File: src/rtl/tpm_pkg.sv
// Shared types for the twin-predicated element mover.
// Assumes: predicate selection is carried as a 2-bit code.
package tpm_pkg;

    // Predicate source per side; the reserved code behaves as all-enabled.
    typedef enum logic [1:0] {
        PSEL_ALL    = 2'd0,
        PSEL_MASK   = 2'd1,
        PSEL_ONEHOT = 2'd2,
        PSEL_RSVD   = 2'd3
    } psel_e;

    // Sequencer state.
    typedef enum logic {
        ST_IDLE = 1'b0,
        ST_RUN  = 1'b1
    } state_e;

endpackage

File: src/rtl/tpm_mask_gen.sv
// Expands a predicate selection into a per-element enable vector.
// Assumes: VLMAX >= 2; the one-hot index addresses elements 0..VLMAX-1.
module tpm_mask_gen
    import tpm_pkg::*;
#(
    parameter int VLMAX = 32,
    localparam int IW   = $clog2(VLMAX)
) (
    input  psel_e            sel,
    input  logic [VLMAX-1:0] mask,
    input  logic [IW-1:0]    bitidx,
    output logic [VLMAX-1:0] en
);

    // One enable per element, chosen by the selection code.
    for (genvar i = 0; i < VLMAX; i++) begin : g_bit
        assign en[i] = (sel == PSEL_MASK)   ? mask[i] :
                       (sel == PSEL_ONEHOT) ? (bitidx == IW'(i)) :
                                              1'b1;
    end

endmodule

File: src/rtl/tpm_seek.sv
// Finds the lowest enabled element at or above a start index and below a limit.
// Assumes: limit <= VLMAX; found is low when no such element exists.
module tpm_seek #(
    parameter int VLMAX = 32,
    localparam int CW   = $clog2(VLMAX + 1)
) (
    input  logic [VLMAX-1:0] en,
    input  logic [CW-1:0]    from,
    input  logic [CW-1:0]    limit,
    output logic             found,
    output logic [CW-1:0]    idx
);

    // Descending scan so the last hit kept is the lowest qualifying index.
    always_comb begin
        found = 1'b0;
        idx   = '0;
        for (int i = VLMAX - 1; i >= 0; i--) begin
            if (en[i] && (CW'(i) >= from) && (CW'(i) < limit)) begin
                found = 1'b1;
                idx   = CW'(i);
            end
        end
    end

endmodule

File: src/rtl/tpm_regfile.sv
// Local register array: one load write port, one mover write port,
// one mover read port and one observation read port.
// Assumes: the two write ports are never active together (load is idle-only);
// the mover port wins if they are.
module tpm_regfile #(
    parameter int NREG = 32,
    parameter int XLEN = 64,
    localparam int AW  = $clog2(NREG)
) (
    input  logic            clk,
    input  logic            ld_we,
    input  logic [AW-1:0]   ld_addr,
    input  logic [XLEN-1:0] ld_data,
    input  logic            mv_we,
    input  logic [AW-1:0]   mv_addr,
    input  logic [XLEN-1:0] mv_data,
    input  logic [AW-1:0]   ra_addr,
    output logic [XLEN-1:0] ra_data,
    input  logic [AW-1:0]   rb_addr,
    output logic [XLEN-1:0] rb_data
);

    logic [XLEN-1:0] mem [NREG];

    // Write path: mover write has priority over the load port.
    always_ff @(posedge clk) begin
        if (mv_we) begin
            mem[mv_addr] <= mv_data;
        end else if (ld_we) begin
            mem[ld_addr] <= ld_data;
        end
    end

    // Combinational read ports.
    assign ra_data = mem[ra_addr];
    assign rb_data = mem[rb_addr];

endmodule

File: src/rtl/twin_pred_mover.sv
// Twin-predicated element mover: steps independent source and destination
// element counters under their own predicates and performs one destination
// write (a move or a zero fill) per clock until either side runs out.
// Assumes: NREG is a power of two; VLMAX >= 2; configuration is sampled only
// with start while idle.
module twin_pred_mover
    import tpm_pkg::*;
#(
    parameter int NREG  = 32,
    parameter int XLEN  = 64,
    parameter int VLMAX = 32,
    localparam int AW   = $clog2(NREG),
    localparam int IW   = $clog2(VLMAX),
    localparam int CW   = $clog2(VLMAX + 1)
) (
    input  logic             clk,
    input  logic             rst_n,
    input  logic             ld_en,
    input  logic [AW-1:0]    ld_addr,
    input  logic [XLEN-1:0]  ld_data,
    input  logic [AW-1:0]    rd_addr,
    output logic [XLEN-1:0]  rd_data,
    input  logic             start,
    input  logic [CW-1:0]    vl,
    input  logic             twin,
    input  logic [AW-1:0]    src_base,
    input  logic [AW-1:0]    dst_base,
    input  logic [1:0]       src_psel,
    input  logic [VLMAX-1:0] src_mask,
    input  logic [IW-1:0]    src_bit,
    input  logic [1:0]       dst_psel,
    input  logic [VLMAX-1:0] dst_mask,
    input  logic [IW-1:0]    dst_bit,
    input  logic             src_scalar,
    input  logic             dst_scalar,
    input  logic             src_zero,
    input  logic             dst_zero,
    output logic             busy,
    output logic             done,
    output logic             wr_en,
    output logic [AW-1:0]    wr_addr,
    output logic [XLEN-1:0]  wr_data
);

    // Captured configuration.
    state_e           state_q;
    logic [CW-1:0]    vl_q;
    logic             twin_q;
    logic [AW-1:0]    src_base_q, dst_base_q;
    psel_e            src_psel_q, dst_psel_q;
    logic [VLMAX-1:0] src_mask_q, dst_mask_q;
    logic [IW-1:0]    src_bit_q, dst_bit_q;
    logic             src_scalar_q, dst_scalar_q, src_zero_q, dst_zero_q;

    // Progress state.
    logic [CW-1:0]    si_q, di_q;
    logic             dwrote_q;

    // Derived per-cycle signals.
    logic [VLMAX-1:0] s_en, d_en_twin, d_en;
    logic             s_seek_ok, d_seek_ok;
    logic [CW-1:0]    s_seek_idx, d_seek_idx;
    logic             s_zmode;
    logic             s_ok, s_on, d_ok, d_on;
    logic [CW-1:0]    s_idx, d_idx;
    logic             active, finish, zfill, move;
    logic [AW-1:0]    src_raddr;
    logic [XLEN-1:0]  src_rdata;
    logic [CW-1:0]    vl_clamped;

    assign vl_clamped = (vl > CW'(VLMAX)) ? CW'(VLMAX) : vl;

    // Predicate expansion for each side.
    tpm_mask_gen #(.VLMAX(VLMAX)) u_smask (
        .sel(src_psel_q), .mask(src_mask_q), .bitidx(src_bit_q), .en(s_en)
    );
    tpm_mask_gen #(.VLMAX(VLMAX)) u_dmask (
        .sel(dst_psel_q), .mask(dst_mask_q), .bitidx(dst_bit_q), .en(d_en_twin)
    );
    assign d_en = twin_q ? d_en_twin : s_en;

    // Next enabled element search for each side.
    tpm_seek #(.VLMAX(VLMAX)) u_sseek (
        .en(s_en), .from(si_q), .limit(vl_q), .found(s_seek_ok), .idx(s_seek_idx)
    );
    tpm_seek #(.VLMAX(VLMAX)) u_dseek (
        .en(d_en), .from(di_q), .limit(vl_q), .found(d_seek_ok), .idx(d_seek_idx)
    );

    // Single mode shares the destination zeroing flag with the source side.
    assign s_zmode = twin_q ? src_zero_q : dst_zero_q;

    // Source element choice for this cycle.
    always_comb begin
        if (src_scalar_q) begin
            s_ok  = (vl_q != '0);
            s_idx = '0;
            s_on  = 1'b1;
        end else if (s_zmode) begin
            s_ok  = (si_q < vl_q);
            s_idx = si_q;
            s_on  = s_ok && s_en[si_q[IW-1:0]];
        end else begin
            s_ok  = s_seek_ok;
            s_idx = s_seek_idx;
            s_on  = 1'b1;
        end
    end

    // Destination element choice for this cycle.
    always_comb begin
        if (dst_scalar_q) begin
            d_ok  = (vl_q != '0) && !dwrote_q;
            d_idx = '0;
            d_on  = 1'b1;
        end else if (dst_zero_q) begin
            d_ok  = (di_q < vl_q);
            d_idx = di_q;
            d_on  = d_ok && d_en[di_q[IW-1:0]];
        end else begin
            d_ok  = d_seek_ok;
            d_idx = d_seek_idx;
            d_on  = 1'b1;
        end
    end

    // Action decode: finish, zero fill or element move.
    assign active = (state_q == ST_RUN);
    assign finish = active && !(s_ok && d_ok);
    assign zfill  = active && s_ok && d_ok && !d_on;
    assign move   = active && s_ok && d_ok && d_on;

    assign src_raddr = src_base_q + AW'(s_idx);

    // Register array with load, move and observation ports.
    tpm_regfile #(.NREG(NREG), .XLEN(XLEN)) u_rf (
        .clk     (clk),
        .ld_we   (ld_en && !active),
        .ld_addr (ld_addr),
        .ld_data (ld_data),
        .mv_we   (wr_en),
        .mv_addr (wr_addr),
        .mv_data (wr_data),
        .ra_addr (src_raddr),
        .ra_data (src_rdata),
        .rb_addr (rd_addr),
        .rb_data (rd_data)
    );

    assign wr_en   = zfill || move;
    assign wr_addr = dst_base_q + AW'(d_idx);
    assign wr_data = (move && s_on) ? src_rdata : '0;
    assign busy    = active;
    assign done    = finish;

    // Sequencer state: capture on start, advance counters per action.
    always_ff @(posedge clk) begin
        if (!rst_n) begin
            state_q  <= ST_IDLE;
            si_q     <= '0;
            di_q     <= '0;
            dwrote_q <= 1'b0;
        end else if (!active) begin
            if (start) begin
                state_q  <= ST_RUN;
                si_q     <= '0;
                di_q     <= '0;
                dwrote_q <= 1'b0;
            end
        end else if (finish) begin
            state_q <= ST_IDLE;
        end else if (zfill) begin
            di_q <= di_q + 1'b1;
            if (!twin_q && !src_scalar_q) begin
                si_q <= si_q + 1'b1;
            end
        end else begin
            si_q     <= src_scalar_q ? '0 : CW'(s_idx + 1'b1);
            di_q     <= dst_scalar_q ? '0 : CW'(d_idx + 1'b1);
            dwrote_q <= dst_scalar_q;
        end
    end

    // Configuration capture register, loaded only on an accepted start.
    always_ff @(posedge clk) begin
        if (!rst_n) begin
            vl_q         <= '0;
            twin_q       <= 1'b0;
            src_base_q   <= '0;
            dst_base_q   <= '0;
            src_psel_q   <= PSEL_ALL;
            dst_psel_q   <= PSEL_ALL;
            src_mask_q   <= '0;
            dst_mask_q   <= '0;
            src_bit_q    <= '0;
            dst_bit_q    <= '0;
            src_scalar_q <= 1'b0;
            dst_scalar_q <= 1'b0;
            src_zero_q   <= 1'b0;
            dst_zero_q   <= 1'b0;
        end else if (!active && start) begin
            vl_q         <= vl_clamped;
            twin_q       <= twin;
            src_base_q   <= src_base;
            dst_base_q   <= dst_base;
            src_psel_q   <= psel_e'(src_psel);
            dst_psel_q   <= psel_e'(dst_psel);
            src_mask_q   <= src_mask;
            dst_mask_q   <= dst_mask;
            src_bit_q    <= src_bit;
            dst_bit_q    <= dst_bit;
            src_scalar_q <= src_scalar;
            dst_scalar_q <= dst_scalar;
            src_zero_q   <= src_zero;
            dst_zero_q   <= dst_zero;
        end
    end

endmodule

File: config.mk
export PLATFORM = sky130hd
export DESIGN_NAME = twin_pred_mover
export DESIGN_NICKNAME = d
export VERILOG_FILES = /design/src/rtl/tpm_pkg.sv /design/src/rtl/tpm_mask_gen.sv /design/src/rtl/tpm_seek.sv /design/src/rtl/tpm_regfile.sv /design/src/rtl/twin_pred_mover.sv
export SDC_FILE = /design/constraint.sdc
export NUM_CORES = 2
export LEC_CHECK = 0
export BUFFER_PORTS_ARGS = -buffer_cell sky130_fd_sc_hd__buf_2
export CELL_PAD_IN_SITES_DETAIL_PLACEMENT = 0
export CELL_PAD_IN_SITES_GLOBAL_PLACEMENT = 1
export CORE_ASPECT_RATIO = 0.7
export CORE_UTILIZATION = 40
export CTS_CLUSTER_DIAMETER = 80
export DETAILED_ROUTE_END_ITERATION = 7
export GPL_TIMING_DRIVEN = 0
export PLACE_DENSITY_LB_ADDON = 0.2
export SLEW_MARGIN = 20
export SYNTH_ARGS = -nofsm -noshare
export SYNTH_HDL_FRONTEND = slang
export SYNTH_SLANG_ARGS = --single-unit
File: constraint.sdc
create_clock -name clk -period 12.5 [get_ports clk]
set_input_delay 2.5 -clock clk [delete_from_list [all_inputs] [get_ports clk]]
set_output_delay 2.5 -clock clk [all_outputs]
set_load 0.03 [all_outputs]
==> flow_summary_export.csv <==
group,metric,value,unit
clock_network,cts_tree,"done",
yosys,syn_area,0.104,mm²
pwr,fraction_of_power_consumed_by_the_clock_network,27.6,%
routing,detail_route.wl_per_cell,41.4,µm
final_layout,design_area,0.122,mm²
yosys,area_share_of_the_leading_cell_type_in_the_synthesized_netlist,58.9,%
pwr,power_switching_share,34.5,%
die,floorplan.rows,156,
yosys,post_synthesis_sequential_element_count,2161,
routing,detail-route-antenna-nets,0,
clock_network,cts-hold-fix-buffers,0,
yosys,postSynthCellCount,5523,
final_layout,fin_nets,6736,
clock_network,cts_resized,0,
sta,final.min_clock_period,12230,ps
yosys,synth_area_per_cell,18.9,µm²
final_layout,final-instance-count-excl-fill,10200,
critical_path,worst_ep_required_time,10000,ps
routing,drt-initial-drc-count,11400,
pwr,leakage,40.1,nW
pwr,p_seq_share,36.9,%
clock_network,cts_setup_buffers,0,
yosys,synthMostInstantiatedCell,"sky130_fd_sc_hd__edfxtp_1",
clock_network,numCtsBuffers,220,
sta,setup_repair_after_global_routing_missed_its_margin,"no",
sta,tightestPinTransition,1290,ps
routing,detail_route.drc_violations,2,
routing,drt_via_density,6.77,
sta,worst_slack,271,ps
sta,hold_violations,0,
global_routing,grt_pass1_vias,66000,
clock_network,tritoncts_num_sinks,2161,
critical_path,endpoint_kind,"output pin",
place,placed_cells_incl_taps,9783,
yosys,top_cells_by_instance_count_after_synthesis,"sky130_fd_sc_hd__edfxtp_1, sky130_fd_sc_hd__mux4_2, sky130_fd_sc_hd__clkbuf_1",
clock_network,clock_tree.root_cell,"sky130_fd_sc_hd__clkbuf_16",
die,core_area,0.259,mm²
routing,drt_pre_antenna_iters,8,
place,pre_cts_setup_slack,1370,ps
status,outcome,"finished, violations left",
clock_network,worstSkewPairLatency,930,ps
yosys,ys_dominant_reg_cell,"sky130_fd_sc_hd__edfxtp_1",
die,die_height,429,µm
global_routing,gr_usage_total,31.8,%
pwr,powerDensity,196,mW/mm²
pwr,vdd_drop_max,0.125,mV
die,die-width,613,µm
die,fp.dieArea,0.263,mm²
place,portBuffers,307,
final_layout,fraction_of_layout_instances_using_a_drive_strength_above_1,41.2,%
sta,setup-violations-final,0,
global_routing,grt_remaining_overflow,0,
clock_network,cts.clk_slew.worst_paths,60,ps
yosys,synth_edf_count,2048,
status,failing_checks,"design-rule violations",
clock_network,ctsLongestPathBuffers,4,
global_routing,number_of_antenna_violations_at_the_first_check_in_global_routing,19,
die,initial_utilization,40.3,%
clock_network,cts_max_level,4,
final_layout,num-fill-cells,21900,
global_routing,grt_max_degree,33,
critical_path,critical_path_maximum_fanout,10,
yosys,asyncSetResetFlopFracSynth,0,%
sta,timing.fmax,81.8,MHz
job,maxCapViolations,0,
place,post_dp_cell_area,0.115,mm²
worst_hold_path,holdCritPathClass,"reg2reg",
sta,slew-limit-headroom,13.6,%
yosys,sequential_share_of_the_synthesized_area,61.1,%
sta,totalNegativeSetupSlack,0,ps
sta,finClkSkew,118,ps
place,place_congestion,0.954,
yosys,syn_nets,5729,
yosys,netlist-cell-type-count,99,
final_layout,synthToLayoutAreaGrowth,16.9,%
yosys,synth_warnings,0,
pwr,p_switching,8.26,mW
global_routing,grt_first_pass_wirelength,569000,µm
critical_path,arrival,9730,ps
die,io_pins,313,
pwr,internal_power,15.6,mW
pwr,share_comb_of_total_power,35.5,%
yosys,synth_area_leader_cell,"sky130_fd_sc_hd__edfxtp_1",
yosys,synthTopCellsByArea,"sky130_fd_sc_hd__edfxtp_1, sky130_fd_sc_hd__mux4_2, sky130_fd_sc_hd__dfxtp_1, sky130_fd_sc_hd__clkbuf_1, sky130_fd_sc_hd__a21oi_1",
routing,vias,69000,
critical_path,critPathKind,"reg2out",
sta,final-max-slew-violation-count,0,
sta,worst_hold_slack,459,ps
critical_path,critPathLaunchType,"register",
place,detailedPlacementHpwl,311000,µm
routing,drt_wl_total,421000,µm
sta,timing.final.crit_share,97.8,%
-- state kept, by name, indices dropped and copies added (netlist names), 2 cells and up --
register / cells
u_rf.mem: 2048
dst_mask_q: 32
src_mask_q: 32
di_q: 6
si_q: 6
vl_q: 6
dst_base_q: 5
dst_bit_q: 5
src_base_q: 5
src_bit_q: 5
dst_psel_q: 2
src_psel_q: 2
-- metal layers --
layer,GRT usage (%),vias to the layer above,routed length [µm]
met5,0,-,34
met4,10.9,6,17100
met3,9.29,695,54800
met2,44.5,5088,178000
met1,47.3,37200,172000
li1,-,25900,-
-- placed cells by master, fill, tap and decap left out, types with 98 or more instances in the layout --
master	synthesis	routed
sky130_fd_sc_hd__buf_2	27	405
sky130_fd_sc_hd__clkbuf_2	0	141
sky130_fd_sc_hd__buf_6	3	98
sky130_fd_sc_hd__nand2_1	284	284
sky130_fd_sc_hd__a21oi_1	231	230
sky130_fd_sc_hd__dfxtp_1	113	113
sky130_fd_sc_hd__o21ai_0	119	118
sky130_fd_sc_hd__clkbuf_1	334	244
sky130_fd_sc_hd__buf_4	2	360
sky130_fd_sc_hd__clkbuf_16	0	223
sky130_fd_sc_hd__edfxtp_1	2048	2048
sky130_fd_sc_hd__mux4_2	1282	1282
-- critical path, cell delays in order, from the launching register on --
cell                       delay (ps)
sky130_fd_sc_hd__dfxtp_1          440
sky130_fd_sc_hd__clkbuf_1         600
sky130_fd_sc_hd__clkbuf_1         490
sky130_fd_sc_hd__buf_2            390
sky130_fd_sc_hd__buf_1            740
sky130_fd_sc_hd__mux2_2           460
sky130_fd_sc_hd__a221oi_1         540
sky130_fd_sc_hd__o311a_1          310
sky130_fd_sc_hd__a221o_1          230
sky130_fd_sc_hd__nor2_1           110
sky130_fd_sc_hd__ha_1             250
sky130_fd_sc_hd__fa_1             530
sky130_fd_sc_hd__clkbuf_1         300
sky130_fd_sc_hd__clkbuf_2         670
sky130_fd_sc_hd__clkbuf_1         960
sky130_fd_sc_hd__mux4_2           400
sky130_fd_sc_hd__mux4_2           360
sky130_fd_sc_hd__o21ai_0          110
sky130_fd_sc_hd__a21oi_1          610
sky130_fd_sc_hd__buf_2            320
-- power groups by stage --
stage          combinational (mW)  sequential (mW)  clock (mW)
6_report                     8.49             8.83        6.59
5_1_grt                      8.71             8.85        6.87
4_1_cts                      8.34             8.83        6.63
3_5_place_dp                 8.32             8.98           0
3_3_place_gp                 8.01             9.10           0
2_1_floorplan                4.88             8.96           0
-- cell families (layout without fill, tap and decap cells) --
logic type,count (synthesis),count (layout),share of synthesized area (%)
buffers and inverters,493,1677,1.83
XOR/XNOR,17,17,0.143
other,0,4,0
AO/OA/AOI/OAI,704,704,4.41
AND/OR/NAND/NOR,746,746,3.58
adder cells (fa/ha/maj),29,29,0.362
flip-flops,2161,2161,61.1
multiplexers,1373,1373,28.6
-- cell type report --
class	instances	area, µm²	share of cell area, %
Sequential cell	2161	63800	52.2
Multi-Input combinational cell	2869	39000	31.9
Timing Repair Buffer	785	5930	4.85
Clock buffer	273	5800	4.75
Tap cell	3476	4350	3.56
Buffer	455	2030	1.67
Clock inverter	126	1070	0.877
Inverter	38	143	0.117
Antenna cell	4	10.0	0.00820
-- metrics by stage --
step	power, mW	util [%]
global placement	17.1	42.6
detailed placement	17.3	44.5
CTS	23.8	47.1
global route	24.4	47.2
floorplan	13.8	-
finish	23.9	47.2
-- worst paths after layout --
| kind | from | end | slack [ps] | cells after the start |
|---|---|---|---|---|
| worst min register to register | src_mask_q[7]$_SDFFE_PN0P_ | src_mask_q[7]$_SDFFE_PN0P_ | 460 | 2 |
| worst max-delay path | twin_q$_SDFFE_PN0P_ | wr_data[62] | 270 | 19 |
| worst max register to register | di_q[0]$_SDFFE_PN0P_ | u_rf.mem[11][36]$_DFFE_PP_ | 2370 | 28 |
| worst min-delay path | src_mask_q[7]$_SDFFE_PN0P_ | src_mask_q[7]$_SDFFE_PN0P_ | 460 | 2 |
No activity file was read; power rests on OpenSTA's default activity.
